==> config.mk <==
export PLATFORM = sky130hd
export DESIGN_NAME = host_mbox_port
export DESIGN_NICKNAME = d
export VERILOG_FILES = /design/src/rtl/hpm_pkg.sv /design/src/rtl/hpm_strobe_edge.sv /design/src/rtl/hpm_mailbox.sv /design/src/rtl/hpm_port_mux.sv /design/src/rtl/host_mbox_port.sv
export SDC_FILE = /design/constraint.sdc
export NUM_CORES = 1
export LEC_CHECK = 0
export ABC_AREA = 1
export BUFFER_PORTS_ARGS = -buffer_cell sky130_fd_sc_hd__buf_2
export CORE_UTILIZATION = 30
export DETAILED_ROUTE_END_ITERATION = 16
export MAX_ROUTING_LAYER = met4
export PLACE_DENSITY_LB_ADDON = 0.1
export SYNTH_ARGS = -nofsm -noshare
export SYNTH_HDL_FRONTEND = slang
export SYNTH_HIERARCHICAL = 1
export SYNTH_SLANG_ARGS = --single-unit
==> constraint.sdc <==
create_clock -name clk -period 1.7 [get_ports clk]
set_input_delay 0.085 -clock clk [delete_from_list [all_inputs] [get_ports clk]]
set_output_delay 0.085 -clock clk [all_outputs]
set_load 0.05 [all_outputs]
==> src/rtl/hpm_pkg.sv <==
package hpm_pkg;
    typedef enum logic [1:0] {
        MB_EMPTY   = 2'd0,
        MB_TO_DEV  = 2'd1,
        MB_TO_HOST = 2'd2
    } mb_state_e;

    localparam logic [1:0] SEL_CHA  = 2'b00;
    localparam logic [1:0] SEL_CHB  = 2'b01;
    localparam logic [1:0] SEL_MBOX = 2'b10;
    localparam logic [1:0] SEL_ID   = 2'b11;
endpackage

==> src/rtl/hpm_strobe_edge.sv <==
module hpm_strobe_edge (
    input  logic clk,
    input  logic rst_n,
    input  logic strobe_n,
    output logic rise,
    output logic fall
);
    logic strobe_q;

    always_ff @(posedge clk) begin
        if (!rst_n) strobe_q <= 1'b1;
        else        strobe_q <= strobe_n;
    end

    assign rise = strobe_n & ~strobe_q;
    assign fall = ~strobe_n & strobe_q;
endmodule

==> src/rtl/hpm_mailbox.sv <==
module hpm_mailbox
    import hpm_pkg::*;
#(
    parameter int W = 8
) (
    input  logic         clk,
    input  logic         rst_n,
    input  logic         host_wr,
    input  logic [W-1:0] host_data,
    input  logic         host_looking,
    input  logic         dev_wr_en,
    input  logic [W-1:0] dev_wr_data,
    output logic [W-1:0] host_view,
    output logic [W-1:0] dev_view
);
    localparam logic [W-1:0] EMPTY_BYTE = '0;

    mb_state_e    state, state_nx;
    logic [W-1:0] data_q, data_nx;
    logic         host_take, dev_take;

    // state register
    always_ff @(posedge clk) begin
        if (!rst_n) begin
            state  <= MB_EMPTY;
            data_q <= EMPTY_BYTE;
        end else begin
            state  <= state_nx;
            data_q <= data_nx;
        end
    end

    // transitions: HOST_WRITE, DEV_WRITE, HOLD
    always_comb begin
        host_take = host_wr && (host_data != EMPTY_BYTE);
        dev_take  = dev_wr_en && (dev_wr_data != EMPTY_BYTE) && !host_take;
        state_nx  = state;
        data_nx   = data_q;
        unique case (state)
            MB_EMPTY, MB_TO_DEV: begin
                if (host_take) begin
                    state_nx = MB_TO_DEV;
                    data_nx  = host_data;
                end else if (dev_take) begin
                    state_nx = MB_TO_HOST;
                    data_nx  = dev_wr_data;
                end
            end
            MB_TO_HOST: begin
                if (host_take) begin
                    state_nx = MB_TO_DEV;
                    data_nx  = host_data;
                end else if (dev_take && !host_looking) begin
                    data_nx  = dev_wr_data;
                end
            end
            default: begin
                state_nx = MB_EMPTY;
                data_nx  = EMPTY_BYTE;
            end
        endcase
    end

    // outputs
    always_comb begin
        host_view = EMPTY_BYTE;
        dev_view  = EMPTY_BYTE;
        unique case (state)
            MB_TO_DEV:  dev_view  = data_q;
            MB_TO_HOST: host_view = data_q;
            default: ;
        endcase
    end
endmodule

==> src/rtl/hpm_port_mux.sv <==
module hpm_port_mux
    import hpm_pkg::*;
#(
    parameter int           W       = 8,
    parameter logic [W-1:0] ID_BYTE = 8'h55
) (
    input  logic [1:0]   sel,
    input  logic [W-1:0] ch_a,
    input  logic [W-1:0] ch_b,
    input  logic [W-1:0] mbox,
    output logic [W-1:0] dout
);
    always_comb begin
        unique case (sel)
            SEL_CHA:  dout = ch_a;
            SEL_CHB:  dout = ch_b;
            SEL_MBOX: dout = mbox;
            default:  dout = ID_BYTE;
        endcase
    end
endmodule

==> src/rtl/host_mbox_port.sv <==
module host_mbox_port
    import hpm_pkg::*;
#(
    parameter int           W       = 8,
    parameter logic [W-1:0] ID_BYTE = 8'h55
) (
    input  logic         clk,
    input  logic         rst_n,
    input  logic [1:0]   host_sel,
    input  logic         host_strobe_n,
    input  logic         host_init,
    input  logic [W-1:0] host_din,
    output logic [W-1:0] host_dout,
    input  logic [W-1:0] ch_a_data,
    input  logic [W-1:0] ch_b_data,
    output logic [1:0]   ch_adv,
    input  logic         dev_wr_en,
    input  logic [W-1:0] dev_wr_data,
    output logic [W-1:0] dev_rd_data
);
    localparam int NUM_CH = 2;

    logic         stb_rise, stb_fall;
    logic         mbox_sel;
    logic         host_wr;
    logic [W-1:0] mb_host_view;

    hpm_strobe_edge edge_i (
        .clk      (clk),
        .rst_n    (rst_n),
        .strobe_n (host_strobe_n),
        .rise     (stb_rise),
        .fall     (stb_fall)
    );

    assign mbox_sel = (host_sel == SEL_MBOX);
    assign host_wr  = stb_rise && host_init && mbox_sel;

    hpm_mailbox #(.W(W)) mbox_i (
        .clk          (clk),
        .rst_n        (rst_n),
        .host_wr      (host_wr),
        .host_data    (host_din),
        .host_looking (mbox_sel),
        .dev_wr_en    (dev_wr_en),
        .dev_wr_data  (dev_wr_data),
        .host_view    (mb_host_view),
        .dev_view     (dev_rd_data)
    );

    hpm_port_mux #(.W(W), .ID_BYTE(ID_BYTE)) mux_i (
        .sel  (host_sel),
        .ch_a (ch_a_data),
        .ch_b (ch_b_data),
        .mbox (mb_host_view),
        .dout (host_dout)
    );

    for (genvar c = 0; c < NUM_CH; c++) begin : g_adv
        assign ch_adv[c] = stb_fall && (host_sel == 2'(c));
    end
endmodule

# Word level (Yosys, flattened, before mapping)
# Cells that the tools add are included.
[classes] n_eq_ne=7 mux=12 n_bitwise=4 reduce_logical=17
[ops] op="$mux W8" n=6
[ops] op="$pmux W8 S3" n=1
[ops] op="$pmux W8 S2" n=1
[ops] op="$reduce_bool A8 Y1" n=2
[ops] op="$logic_and A1 B1 Y1" n=8
[ops] op="$mux W2" n=3
[ops] op="$ne A3 B1 Y1 const B" n=2
[ops] op="$eq A2 B1 Y1 const B" n=2
[ops] op="$eq A2 B2 Y1 const B" n=2
[ops] op="$logic_not A2 Y1" n=2
[ops] op="$pmux W2 S2" n=1
[ops] op="$reduce_and A2 Y1" n=2
[ops] op="$and A1 B1 Y1" n=2
[ops] op="$logic_not A1 Y1" n=2
[ops] op="$ne A2 B1 Y1 const B" n=1
[ops] op="$not A1 Y1" n=2
[ops] op="$reduce_or A2 Y1" n=1
[totals] ff_bits=11 output_inout_bits=18

# Depth between registers and ports, before layout
# Gate-level depths: netlist of run 1.
[logic_depth] ltp_word=11 ltp_mapped=12 ltp_nobuf=10

# Hierarchy
# Netlist of run 1, hierarchy kept.
[modules_own_cells] mod="hpm_mailbox" instances=1 cells_per_inst=145 area_per_inst_um2=848.3 seq_area_each_um2=200.2
[modules_own_cells] mod="hpm_port_mux" instances=1 cells_per_inst=37 area_per_inst_um2=193.9 seq_area_each_um2=0.0
[modules_own_cells] mod="host_mbox_port" instances=1 cells_per_inst=9 area_per_inst_um2=41.3 seq_area_each_um2=0.0
[modules_own_cells] mod="hpm_strobe_edge" instances=1 cells_per_inst=6 area_per_inst_um2=38.8 seq_area_each_um2=20.0

# Least setup slack after synthesis of run 1
# Ideal clock, no wire load.
[synth_path] kind="reg2out" start="register mbox_i.state[0]" end="output port dev_rd_data[0]" t_arrival_ps=1246 required_ps=1615 path_slack_ps=369 path_stages_with_launch=3 path_buffers=0 path_cell_list="dfxtp_1 > nand2_1 > nor2_1"
[synth_between] elab_chain_cells=2
[synth_lines] element="start, declared" line="hpm_mailbox.sv:18" text="mb_state_e state, state_nx;"
[synth_lines] element="start signal, assigned" line="hpm_mailbox.sv:28" text="state <= state_nx;"
[synth_lines] element="$eq A2 B1 Y1" line="hpm_mailbox.sv:68" text="unique case (state)"
[synth_lines] element="$mux W8" line="hpm_mailbox.sv:68"
[synth_lines] element="end, declared" line="host_mbox_port.sv:19" text="output logic [W-1:0] dev_rd_data"
# Every way passes these cells.

# Worst setup path in the final report of run 1
[layout_path] start="register mbox_i.state[1]" end="output port host_dout[3]"
[layout_between] elab_chain_cells=3
[layout_lines] element="$eq A2 B2 Y1" line="hpm_mailbox.sv:68"
[layout_lines] element="$mux W8" line="hpm_mailbox.sv:68"
[layout_lines] element="net mb_host_view[3]" line="host_mbox_port.sv:26" text="logic [W-1:0] mb_host_view;"
[layout_lines] element="$pmux W8 S3" line="hpm_port_mux.sv:14" text="unique case (sel)"
[layout_lines] element="end, declared" line="host_mbox_port.sv:13" text="output logic [W-1:0] host_dout,"
# The timed path passes the listed nets, and every way through them passes these cells.

==> results by group, run 1 <==
Synth
  • Number of register bits inferred by synthesis: 11
  • Share of flip-flops with an asynchronous set or reset after synthesis: 0%
  • Ranking of synthesized cells by area: dfxtp_1 (20%), nand3_1 (19%), nand2_1 (14%), inv_1 (12%), nor2_1 (11%)
  • Sequential-to-total area share from yosys stat: 19.6%
  • Combined area of all synthesized cells: 1120 um^2
  • Commonest cells in the netlist: nand3_1 (43), nand2_1 (41), inv_1 (35), nor2_1 (32), dfxtp_1 (11)
  • Post-synth top flop: dfxtp_1
  • Avg Synthesized Cell Area: between 5 and 6 um^2
  • Gate Count Post-Synth: 197
  • Library cell with the highest instance count after synthesis: nand3_1
  • Number of flops mapped to enable cells by yosys: 0
  • Syn. warnings: 6
  • Post-synthesis net count: 236
  • Fraction of post-synthesis cell area in the top cell type by area: 19.6%
  • Synth area leader: dfxtp_1
  • Number of distinct library cells after synthesis: 20

Timing
  • Max-slew headroom: between 80 and 90%
  • Slew Limit Fails: 0
  • Fraction of the cycle the final worst path needs: 90.0%
  • Setup Viol. Count Final: 0
  • Count of endpoints failing hold in the final timing report: 0
  • Worst hold margin: roughly 0.058 ns
  • Final total negative setup slack: 0 ns
  • Post-Route Skew: ~0.002 ns
  • Slew at the pin closest to its max-slew limit: 0.279 ns
  • RSZ-0062 raised after global routing: false
  • Final setup slack of the worst path: 0.169 ns
  • Upper clock frequency limit: 653 MHz
  • Final period demand of the worst path: 1.53 ns

Clock tree
  • Clk_lat worst skew: approximately 0.24 ns
  • CTS tree: yes
  • Number of setup buffers added after CTS: 0
  • Cell chosen for the clock root: clkbuf_8
  • TritonCTS Buffers: 3
  • Register clock-pin slew on the reported worst setup and hold paths: 0.05 ns
  • Maximum count of clock buffers along a single path: 2
  • Number of H-tree branching levels: 1
  • Post-cts gate resize count: 0
  • Hold_buf cts: 0
  • Clock Sinks: 11

Worst setup path
  • Family with the most delay on the worst path: buffers and inverters
  • Crit path buf inv count: 3
  • Crit start category: flop
  • R2r worst-path depth: 10
  • Maximum fanout count along the critical path: 8
  • Critical R2R Capture: mbox_i/data_q[3]$_SDFFE_PN0P_
  • Kind of critical path: reg2out
  • Series of cell instances along the critical path: inv_2 -> nor2_2 -> inv_2 -> nor2_1 -> nand3_1 -> nand3_1 -> buf_2
  • Last element of the critical path: host_dout[3]
  • Critical path depth in cells: 7
  • Cell with the largest stage delay on the worst path: dfxtp_1
  • Crit path from: mbox_i/state[1]$_SDFFE_PN0P_
  • Data arrival time of the critical path: about 1.5 ns
  • Kind of capture point of the worst setup path: output pin
  • Required time reported for the critical path endpoint: 1.62 ns
  • Startpoint of the most critical register-to-register path: edge_i/strobe_q$_SDFF_PN1_
  • Minimum setup slack among reg-to-reg paths: 0.42 ns
  • Worst path max stage delay: 0.39 ns

GRT
  • Largest net degree at the start of global routing: 19
  • Total overflow reported by the global router: 0
  • Number of global-route vias before repair: 1159
  • Overall global routing resource usage: roughly 15%
  • Global-route wire length before repair: 4.91 mm
  • Number of antenna violations at the first check in global routing: 0

Power
  • Highest ir drop seen on vdd: 0.444 mV
  • Leak pwr: a little over 0.9 nW
  • Proportion of power drawn by the clock network: between 30% and 40%
  • Overall Power: roughly 0.84 mW
  • Internal portion of total power: 0.539 mW
  • Part of the total power dissipated in combinational logic: 34.9%
  • Part of the total power dissipated in sequential elements: 33.8%
  • Switching power share of the total: 35.6%
  • Power density over the cells: between 500 and 600 nW/um^2
  • Net switching power: slightly below 0.3 mW

Final layout
  • Antenna Diode Count: 0
  • Share of cells above drive strength 1: roughly a third
  • Register cell area after layout: 220 um^2
  • Nets@finish: 294
  • Fillcell total: 439
  • Area of combinational cells with multiple inputs: 686 um^2
  • Layout overhead on the synthesized area: 29.9%

Routing
  • WL per Instance: between 9 and 10 um
  • Total wire length: 2.88 mm
  • Drt first-iter violations: 47
  • Detailed-route DRC error count: 0
  • Number of nets with antenna violations after detailed routing: 0
  • First-pass DRT Iterations: 4
  • Routed via count divided by cell count: 4.37
  • Routed vias: between 1000 and 1500

Placement
  • Post-DP HPWL: 2.41 mm
  • IO Port Bufs: 56
  • Final GP Congestion: 0.748
  • DP Worst Slack: 0.421 ns

Run
  • Maximum Capacitance Violations: 0

Die
  • Ports: 57
  • Core Footprint: about 3500 um^2
  • Die boundary height: 63.2 um
  • Effective utilization at floorplan: 32.4%
  • Floorplan die area: roughly 4000 um^2
  • Std cell rows: 21
  • Width of the die: 63.2 um

Run status
  • Status: finished clean

Min path
  • Class of the worst hold path: in2reg
## cell usage in the layout, fill, tap and decap left out, types with 2 or more instances in the layout
cell type	count
o21ai_0	4
nand3_1	43
nand2_1	41
inv_2	6
clkbuf_8	3
nor2_1	32
buf_4	2
nand2_4	5
buf_2	56
nand2_2	5
dfxtp_1	11
nor2_2	4
inv_1	35
## logic make-up (layout without fill, tap and decap cells)
kind of cell,count (synthesis),in the layout,share of synthesized area (%)
compound gates,7,7,3.79
buf+inv,46,103,19.3
flops,11,11,19.6
simple gates,133,133,57.3
## state kept, by name, indices dropped and copies added, names as in the netlist
name             count
mbox_i/state         2
mbox_i/data_q        8
edge_i/strobe_q      1
## worst min-delay path by stage
stage,startpoint,slack [ns],endpoint,depth (start not counted)
after floorplan,rst_n,0.15,edge_i/strobe_q$_SDFF_PN1_,1
after global placement,host_strobe_n,0.30,edge_i/strobe_q$_SDFF_PN1_,3
after detailed placement,host_strobe_n,0.30,edge_i/strobe_q$_SDFF_PN1_,3
after CTS,host_strobe_n,0.05,edge_i/strobe_q$_SDFF_PN1_,3
after global routing,host_strobe_n,0.07,edge_i/strobe_q$_SDFF_PN1_,3
final,host_strobe_n,0.06,edge_i/strobe_q$_SDFF_PN1_,3
## cell type report
type,count,area share [%]
multi-input cells,140,47.0
repair buffers,58,20.3
flip-flops and latches,11,15.1
inverters,41,10.6
well taps,46,3.95
clock buffers,4,3.09
## worst register-to-register path: stages (launching register included)
cell	delay, ns
dfxtp_1	0.30
nor2_1	0.09
nand2_1	0.07
nor2_2	0.09
buf_4	0.19
nand2_8	0.13
nand2_1	0.09
nand3_1	0.06
nand2_1	0.07
inv_1	0.04
nor2_1	0.09
## power groups by stage
stage / clock network (mW) / logic (mW) / registers, mW
after global placement: 0 / 0.298 / 0.288
after detailed placement: 0 / 0.295 / 0.288
final: 0.261 / 0.292 / 0.283
after global routing: 0.281 / 0.327 / 0.285
after floorplan: 0 / 0.211 / 0.287
after CTS: 0.268 / 0.297 / 0.283
## routing by layer
metal | GRT usage [%] | part of all wire (%) | vias to the layer above | wire [um]
met5 | - | 0 | - | 0
met4 | 0.872 | 0 | 0 | 0
met3 | 3.99 | 3.2 | 0 | 91
met2 | 24.9 | 49 | 19 | 1400
met1 | 19.5 | 48 | 573 | 1380
li1 | - | - | 720 | -
## per-stage QoR
stage	area [um^2]	instances	utilization, %
after global placement	1410	296	40.7
after detailed placement	1410	296	40.7
after CTS	1460	300	42.0
final	1460	300	42.0
after floorplan	1120	197	-
after global routing	1460	300	42.0
Power figures use the tool's default switching activity.
==> run 2: changes to the inputs <==
--- a/config.mk
+++ b/config.mk
@@ -10,8 +10,7 @@
 export CORE_UTILIZATION = 30
 export DETAILED_ROUTE_END_ITERATION = 16
 export MAX_ROUTING_LAYER = met4
-export PLACE_DENSITY_LB_ADDON = 0.1
+export PLACE_DENSITY = 0.56
 export SYNTH_ARGS = -nofsm -noshare
 export SYNTH_HDL_FRONTEND = slang
-export SYNTH_HIERARCHICAL = 1
 export SYNTH_SLANG_ARGS = --single-unit
==> results by group, run 2 <==
Clock tree
  • Clk_lat worst skew: 0.27 ns (+0.03 ns)
  • Cell chosen for the clock root: clkbuf_4
  • Number of H-tree branching levels: 1 (unchanged)
  • Maximum count of clock buffers along a single path: 2 (unchanged)
  • Hold_buf cts: 0 (unchanged)
  • TritonCTS Buffers: 3 (unchanged)
  • Number of setup buffers added after CTS: 0 (unchanged)
  • Clock Sinks: 11 (unchanged)
  • CTS tree: yes
  • Register clock-pin slew on the reported worst setup and hold paths: 0.07 ns (+0.02 ns)

GRT
  • Routing usage on met2: 27.0% (+2.1 points)
  • Total overflow reported by the global router: 0 (unchanged)
  • Number of antenna violations at the first check in global routing: 0 (unchanged)
  • Number of global-route vias before repair: 986 (-15%)
  • Largest net degree at the start of global routing: 13 (-6)
  • Global-route wire length before repair: 4.23 mm (-14%)
  • Most Used Layer, Global Route: met2
  • Met1 Usage GRT: 20.1% (+0.61 points)
  • Met3 capacity usage during global routing: 2.38% (-1.6 points)
  • Overall global routing resource usage: 16.6% (+1.4 points)

Timing
  • RSZ-0062 raised after global routing: false
  • Count of endpoints failing hold in the final timing report: 0 (unchanged)
  • Setup Viol. Count Final: 0 (unchanged)
  • Final period demand of the worst path: 1.51 ns (-0.0170 ns)
  • Fraction of the cycle the final worst path needs: 89.0% (-1.0 points)
  • Post-Route Skew: 0.00676 ns (+0.00477 ns)
  • Slew Limit Fails: 0 (unchanged)
  • Max-slew headroom: 68.2% (-13 points)
  • Upper clock frequency limit: 661 MHz (+1.1%)
  • Slew at the pin closest to its max-slew limit: 0.476 ns (+0.197 ns)
  • Worst hold margin: 0.0595 ns (+0.00197 ns)

Die
  • Std cell rows: 20 (-4.8%)
  • Floorplan die area: 3570 um^2 (-10%)
  • Die boundary height: 59.8 um (-5.4%)
  • Ports: 57 (unchanged)
  • Effective utilization at floorplan: 32.3% (-0.10 points)
  • Width of the die: 59.8 um (-5.4%)
  • Core Footprint: 3100 um^2 (-11%)

Power
  • Highest ir drop seen on vdd: 0.182 mV (-59%)
  • Leak pwr: 0.786 nW (-14%)
  • Power density over the cells: 572 nW/um^2 (-0.42%)

Synth
  • Combined area of all synthesized cells: 1000 um^2 (-11%)
  • Commonest cells in the netlist: nand2_1 (53), nor2_1 (45), inv_1 (24), nand3_1 (20), dfxtp_1 (11)
  • Library cell with the highest instance count after synthesis: nand2_1
  • Post-synth top flop: dfxtp_1
  • Post-synthesis net count: 221 (-6.4%)
  • Fraction of post-synthesis cell area in the top cell type by area: 22.0% (+2.4 points)
  • Gate Count Post-Synth: 182 (-7.6%)
  • Avg Synthesized Cell Area: 5.50 um^2 (-3.5%)
  • Sequential-to-total area share from yosys stat: 22.0% (+2.4 points)
  • Synth area leader: dfxtp_1
  • Share of flip-flops with an asynchronous set or reset after synthesis: 0% (unchanged)
  • Number of register bits inferred by synthesis: 11 (unchanged)
  • Syn. warnings: 0 (-6)
  • Number of flops mapped to enable cells by yosys: 0 (unchanged)
  • Ranking of synthesized cells by area: dfxtp_1 (22%), nand2_1 (20%), nor2_1 (17%), nand3_1 (10%), inv_1 (9.0%)
  • Number of distinct library cells after synthesis: 22 (+10%)

Placement
  • Final GP Congestion: 0.773 (+3.4%)
  • IO Port Bufs: 56 (unchanged)
  • Post-DP HPWL: 2.16 mm (-10%)
  • Total placed instance area: 1310 um^2 (-7.4%)

Final layout
  • Number of flip-flops under the largest register name: 8 (unchanged)
  • Layout overhead on the synthesized area: 34.1%
  • Share of cells above drive strength 1: 30.5% (-2.9 points)
  • Fillcell total: 364 (-17%)
  • Top flop regs: mbox_i.data_q x8, mbox_i.state x2, edge_i.strobe_q x1
  • Most common cell after layout, fill and taps aside: buf_2
  • Area of combinational cells with multiple inputs: 649 um^2 (-5.3%)
  • Register name with the most flops: mbox_i.data_q
  • Register cell area after layout: 220 um^2 (unchanged)
  • Final Instance Area: 1340 um^2 (-7.9%)
  • Nets@finish: 279 (-5.1%)
  • Top library cells by usage in the layout, fill and taps aside: buf_2 (56), nand2_1 (53), nor2_1 (44)
  • Antenna Diode Count: 0 (unchanged)

Worst setup path
  • Maximum fanout count along the critical path: 8 (unchanged)
  • Crit start category: flop
  • Minimum setup slack among reg-to-reg paths: 0.30 ns (-0.12 ns)
  • Required time reported for the critical path endpoint: 1.62 ns (about the same)
  • Kind of critical path: reg2out
  • Data arrival time of the critical path: 1.43 ns (-0.02 ns)
  • Kind of capture point of the worst setup path: output pin

Routing
  • Total wire length: 2.69 mm (-6.4%)
  • WL per Instance: 9.52 um (-0.74%)
  • Number of nets with antenna violations after detailed routing: 0 (unchanged)
  • Routed via count divided by cell count: 4.22 (-3.5%)
  • Routed vias: 1194 (-9.0%)
  • Drt first-iter violations: 57 (+21%)
  • Detailed-route DRC error count: 0 (unchanged)
  • First-pass DRT Iterations: 4 (unchanged)

Run status
  • Status: finished clean

Min path
  • Class of the worst hold path: in2reg

Run
  • Maximum Capacitance Violations: 0 (unchanged)
run 2: changes by cell type after synthesis, sizes merged:
cell,previous run,this run
nand3,44,22
inv,41,25
nor2,37,49
nand2,52,56
a21oi,1,3
nor4,0,2
a21boi,0,1
a221oi,1,0
nand4,0,1
nor3,0,1
o21a,0,1
run 2: cell families after synthesis:
family | synth area share [%]
compound gates | 6.63
buf+inv | 13.9
flops | 22.0
simple gates | 57.5
run 2: layout make-up:
cell class / instances / share of cell area, %
Tap cell: 44 / 4.10
Multi-Input combinational cell: 141 / 48.4
Inverter: 25 / 7.18
Timing Repair Buffer: 58 / 22.0
Sequential cell: 11 / 16.4
Clock buffer: 4 / 1.96
run 2: through the flow:
step / std cells / TNS [ns] / setup slack, ns / total power, mW / utilization (%)
after floorplan: 182 / -0.388 / -0.194 / 0.505 / -
after global placement: 279 / 0 / 0.225 / 0.593 / 42.2
after detailed placement: 279 / 0 / 0.268 / 0.589 / 42.2
after CTS: 283 / 0 / 0.0901 / 0.772 / 43.1
after global routing: 283 / 0 / 0.0410 / 0.825 / 43.3
final: 283 / 0 / 0.186 / 0.768 / 43.3
run 2: per-layer routing:
layer / vias up / routed length, um / share of wire (%)
li1: 672 / - / -
met1: 472 / 1350 / 50
met2: 48 / 1130 / 42
met3: 2 / 200 / 7.4
met4: 0 / 12 / 0.45
met5: - / 0 / 0
run 2: power breakdown:
part           leakage (nW)  total (mW)  internal, mW  switching, mW
clock                0.0150       0.181        0.0910         0.0903
sequential           0.0914       0.297         0.282         0.0150
combinational         0.680       0.290        0.0980          0.192
total                 0.786       0.768         0.471          0.297
run 2: critical path: stages (launching register included):
cell and delay, ns:
dfxtp_1 0.35, inv_1 0.08, nor2_1 0.08, inv_1 0.08
nor2_4 0.16, nand2_1 0.08, nand3_1 0.07, buf_2 0.26
run 2: path summary, 6_finish.rpt:
path	start	to	cells past startpoint
worst max-delay path	mbox_i.state[1]$_SDFFE_PN0P_	host_dout[2]	7
worst max register to register	edge_i.strobe_q$_SDFF_PN1_	mbox_i.data_q[5]$_SDFFE_PN0P_	10
worst min register to register	mbox_i.state[0]$_SDFFE_PN0P_	mbox_i.state[0]$_SDFFE_PN0P_	2
worst min-delay path	host_strobe_n	edge_i.strobe_q$_SDFF_PN1_	3
run 2: repair_timing:
action | CTS | global route
cloned | 0 | 0
gates resized for setup | 1 | 1
endpoints found under the setup margin | 8 | 8
==> run 3: changes to the inputs <==
--- a/config.mk
+++ b/config.mk
@@ -6,7 +6,9 @@
 export NUM_CORES = 1
 export LEC_CHECK = 0
 export ABC_AREA = 1
+export ABC_CLOCK_PERIOD_IN_PS = 1700
 export BUFFER_PORTS_ARGS = -buffer_cell sky130_fd_sc_hd__buf_2
+export CORE_ASPECT_RATIO = 0.8
 export CORE_UTILIZATION = 30
 export DETAILED_ROUTE_END_ITERATION = 16
 export MAX_ROUTING_LAYER = met4
==> results by group, run 3 (same netlist as run 2, synthesis figures left out) <==
Run status
  • Status: finished clean

Placement
  • Post-DP HPWL: 2.21 mm (+2.3%)
  • Final GP Congestion: 0.797 (+3.1%)
  • Total placed instance area: 1300 um^2 (-0.38%)
  • IO Port Bufs: 56 (unchanged)

Final layout
  • Top flop regs: mbox_i.data_q x8, mbox_i.state x2, edge_i.strobe_q x1
  • Antenna Diode Count: 0 (unchanged)
  • Share of cells above drive strength 1: 30.1% (-0.42 points)
  • Fillcell total: 354 (-2.7%)
  • Core occupancy in the finished layout: 43.1% (-0.18 points)
  • Top library cells by usage in the layout, fill and taps aside: buf_2 (56), nand2_1 (53), nor2_1 (45)
  • Most common cell after layout, fill and taps aside: buf_2
  • Number of flip-flops under the largest register name: 8 (unchanged)
  • Layout overhead on the synthesized area: 34.7%
  • Final Instance Area: 1350 um^2 (+0.47%)
  • Nets@finish: 279 (unchanged)
  • Register name with the most flops: mbox_i.data_q

Clock tree
  • Clock Sinks: 11 (unchanged)
  • Clk_lat worst skew: 0.24 ns (-0.03 ns)
  • TritonCTS Buffers: 3 (unchanged)
  • Maximum count of clock buffers along a single path: 2 (unchanged)
  • Hold_buf cts: 0 (unchanged)
  • Register clock-pin slew on the reported worst setup and hold paths: 0.05 ns (-0.02 ns)
  • CTS tree: yes
  • Number of H-tree branching levels: 1 (unchanged)
  • Post-cts gate resize count: 0 (-1)
  • Number of setup buffers added after CTS: 0 (unchanged)
  • Cell chosen for the clock root: clkbuf_8

Die
  • Die boundary height: 53.7 um (-10%)
  • Ports: 57 (unchanged)
  • Width of the die: 66.6 um (+11%)
  • Floorplan die area: 3570 um^2 (about the same)
  • Std cell rows: 18 (-10%)
  • Effective utilization at floorplan: 32.0% (-0.28 points)
  • Core Footprint: 3130 um^2 (+0.89%)

Worst setup path
  • Data arrival time of the critical path: 1.45 ns (+0.02 ns)
  • Maximum fanout count along the critical path: 8 (unchanged)
  • Critical R2R Capture: mbox_i.data_q[7]$_SDFFE_PN0P_
  • Series of cell instances along the critical path: inv_1 -> nor2_1 -> inv_1 -> nor2_1 -> buf_4 -> nand2_1 -> nand3_1 -> buf_2
  • Crit start category: flop
  • Kind of critical path: reg2out
  • Startpoint of the most critical register-to-register path: edge_i.strobe_q$_SDFF_PN1_
  • Family with the most delay on the worst path: buffers and inverters
  • Critical path depth in cells: 8 (+1)
  • R2r worst-path depth: 9 (-1)
  • Required time reported for the critical path endpoint: 1.62 ns (about the same)
  • Minimum setup slack among reg-to-reg paths: 0.31 ns (about the same)
  • Crit path buf inv count: 4 (+1)
  • Kind of capture point of the worst setup path: output pin
  • Cell with the largest stage delay on the worst path: dfxtp_1
  • Worst path max stage delay: 0.35 ns (about the same)

Timing
  • Max-slew headroom: 65.6% (-2.5 points)
  • Slew at the pin closest to its max-slew limit: 0.514 ns (+0.0378 ns)
  • Post-Route Skew: 0.000962 ns (-0.00580 ns)
  • Upper clock frequency limit: 652 MHz (-1.2%)
  • RSZ-0062 raised after global routing: false
  • Final period demand of the worst path: 1.53 ns (+0.0191 ns)
  • Slew Limit Fails: 0 (unchanged)
  • Count of endpoints failing hold in the final timing report: 0 (unchanged)
  • Fraction of the cycle the final worst path needs: 90.2% (+1.1 points)
  • Setup Viol. Count Final: 0 (unchanged)

Routing
  • Drt first-iter violations: 60 (+5.3%)
  • Routed via count divided by cell count: 4.44 (+5.3%)
  • WL per Instance: 9.47 um (-0.49%)
  • Number of nets with antenna violations after detailed routing: 0 (unchanged)
  • Routed vias: 1240 (+3.9%)
  • Detailed-route DRC error count: 0 (unchanged)
  • First-pass DRT Iterations: 4 (unchanged)
  • Total wire length: 2.64 mm (-1.9%)

GRT
  • Overall global routing resource usage: 16.3% (-0.37 points)
  • Met3 capacity usage during global routing: 4.03% (+1.6 points)
  • Number of antenna violations at the first check in global routing: 0 (unchanged)
  • Routing usage on met2: 25.3% (-1.7 points)
  • Most Used Layer, Global Route: met2
  • Total overflow reported by the global router: 0 (unchanged)
  • Largest net degree at the start of global routing: 16 (+3)
  • Met1 Usage GRT: 21.8% (+1.7 points)
  • Number of global-route vias before repair: 1000 (+1.4%)
  • Global-route wire length before repair: 4.26 mm (+0.83%)

Power
  • Overall Power: 0.851 mW (+11%)
  • Highest ir drop seen on vdd: 0.344 mV (+89%)
  • Power density over the cells: 631 nW/um^2 (+10%)
  • Leak pwr: 0.795 nW (+1.1%)

Min path
  • Endpoint of the worst hold path: edge_i.strobe_q$_SDFF_PN1_
  • Worst Hold Launch: host_strobe_n
  • Hold path depth: 3 (unchanged)
  • Class of the worst hold path: in2reg

Run
  • Maximum Capacitance Violations: 0 (unchanged)
run 3: cell type report:
class | count | area (um^2) | area share [%]
Clock buffer | 4 | 45.0 | 3.34
Inverter | 25 | 96.3 | 7.14
Multi-Input combinational cell | 141 | 642 | 47.6
Sequential cell | 11 | 220 | 16.3
Tap cell | 40 | 50.0 | 3.71
Timing Repair Buffer | 58 | 295 | 21.9
run 3: worst min-delay path, delay by kind of cell:
| kind | cells | cell delay, ns |
|---|---|---|
| buffers and inverters | 2 | 0.16 |
| and+or+nand+nor | 1 | 0.05 |
run 3: worst max-delay path by stage:
stage,from,endpoint,slack [ns]
2_1_floorplan,edge_i.strobe_q$_SDFF_PN1_,ch_adv[0],-0.19
3_3_place_gp,host_din[3],mbox_i.data_q[7]$_SDFFE_PN0P_,0.23
6_report,mbox_i.state[1]$_SDFFE_PN0P_,host_dout[7],0.17
3_5_place_dp,host_din[7],mbox_i.data_q[7]$_SDFFE_PN0P_,0.24
5_1_grt,mbox_i.state[1]$_SDFFE_PN0P_,host_dout[2],0.004
4_1_cts,mbox_i.state[1]$_SDFFE_PN0P_,host_dout[6],0.15
run 3: routing by layer:
| metal | vias up | wire (um) |
|---|---|---|
| li1 | 671 | - |
| met1 | 539 | 1360 |
| met2 | 30 | 1160 |
| met3 | 0 | 131 |
| met4 | 0 | 0 |
| met5 | - | 0 |
run 3: per-stage QoR:
stage / setup WS [ns] / setup TNS, ns / hold slack (ns) / std cells
after floorplan: -0.194 / -0.388 / 0.181 / 182
after global placement: 0.235 / 0 / 0.325 / 275
after detailed placement: 0.235 / 0 / 0.329 / 275
after CTS: 0.155 / 0 / 0.0795 / 279
after global routing: 0.00432 / 0 / 0.0855 / 279
final: 0.167 / 0 / 0.0827 / 279
run 3: report_power, final:
part | internal (mW) | total (mW) | switching [mW]
Clock | 0.165 | 0.268 | 0.103
Sequential | 0.282 | 0.296 | 0.0138
Combinational | 0.0983 | 0.287 | 0.188
Total | 0.546 | 0.851 | 0.305
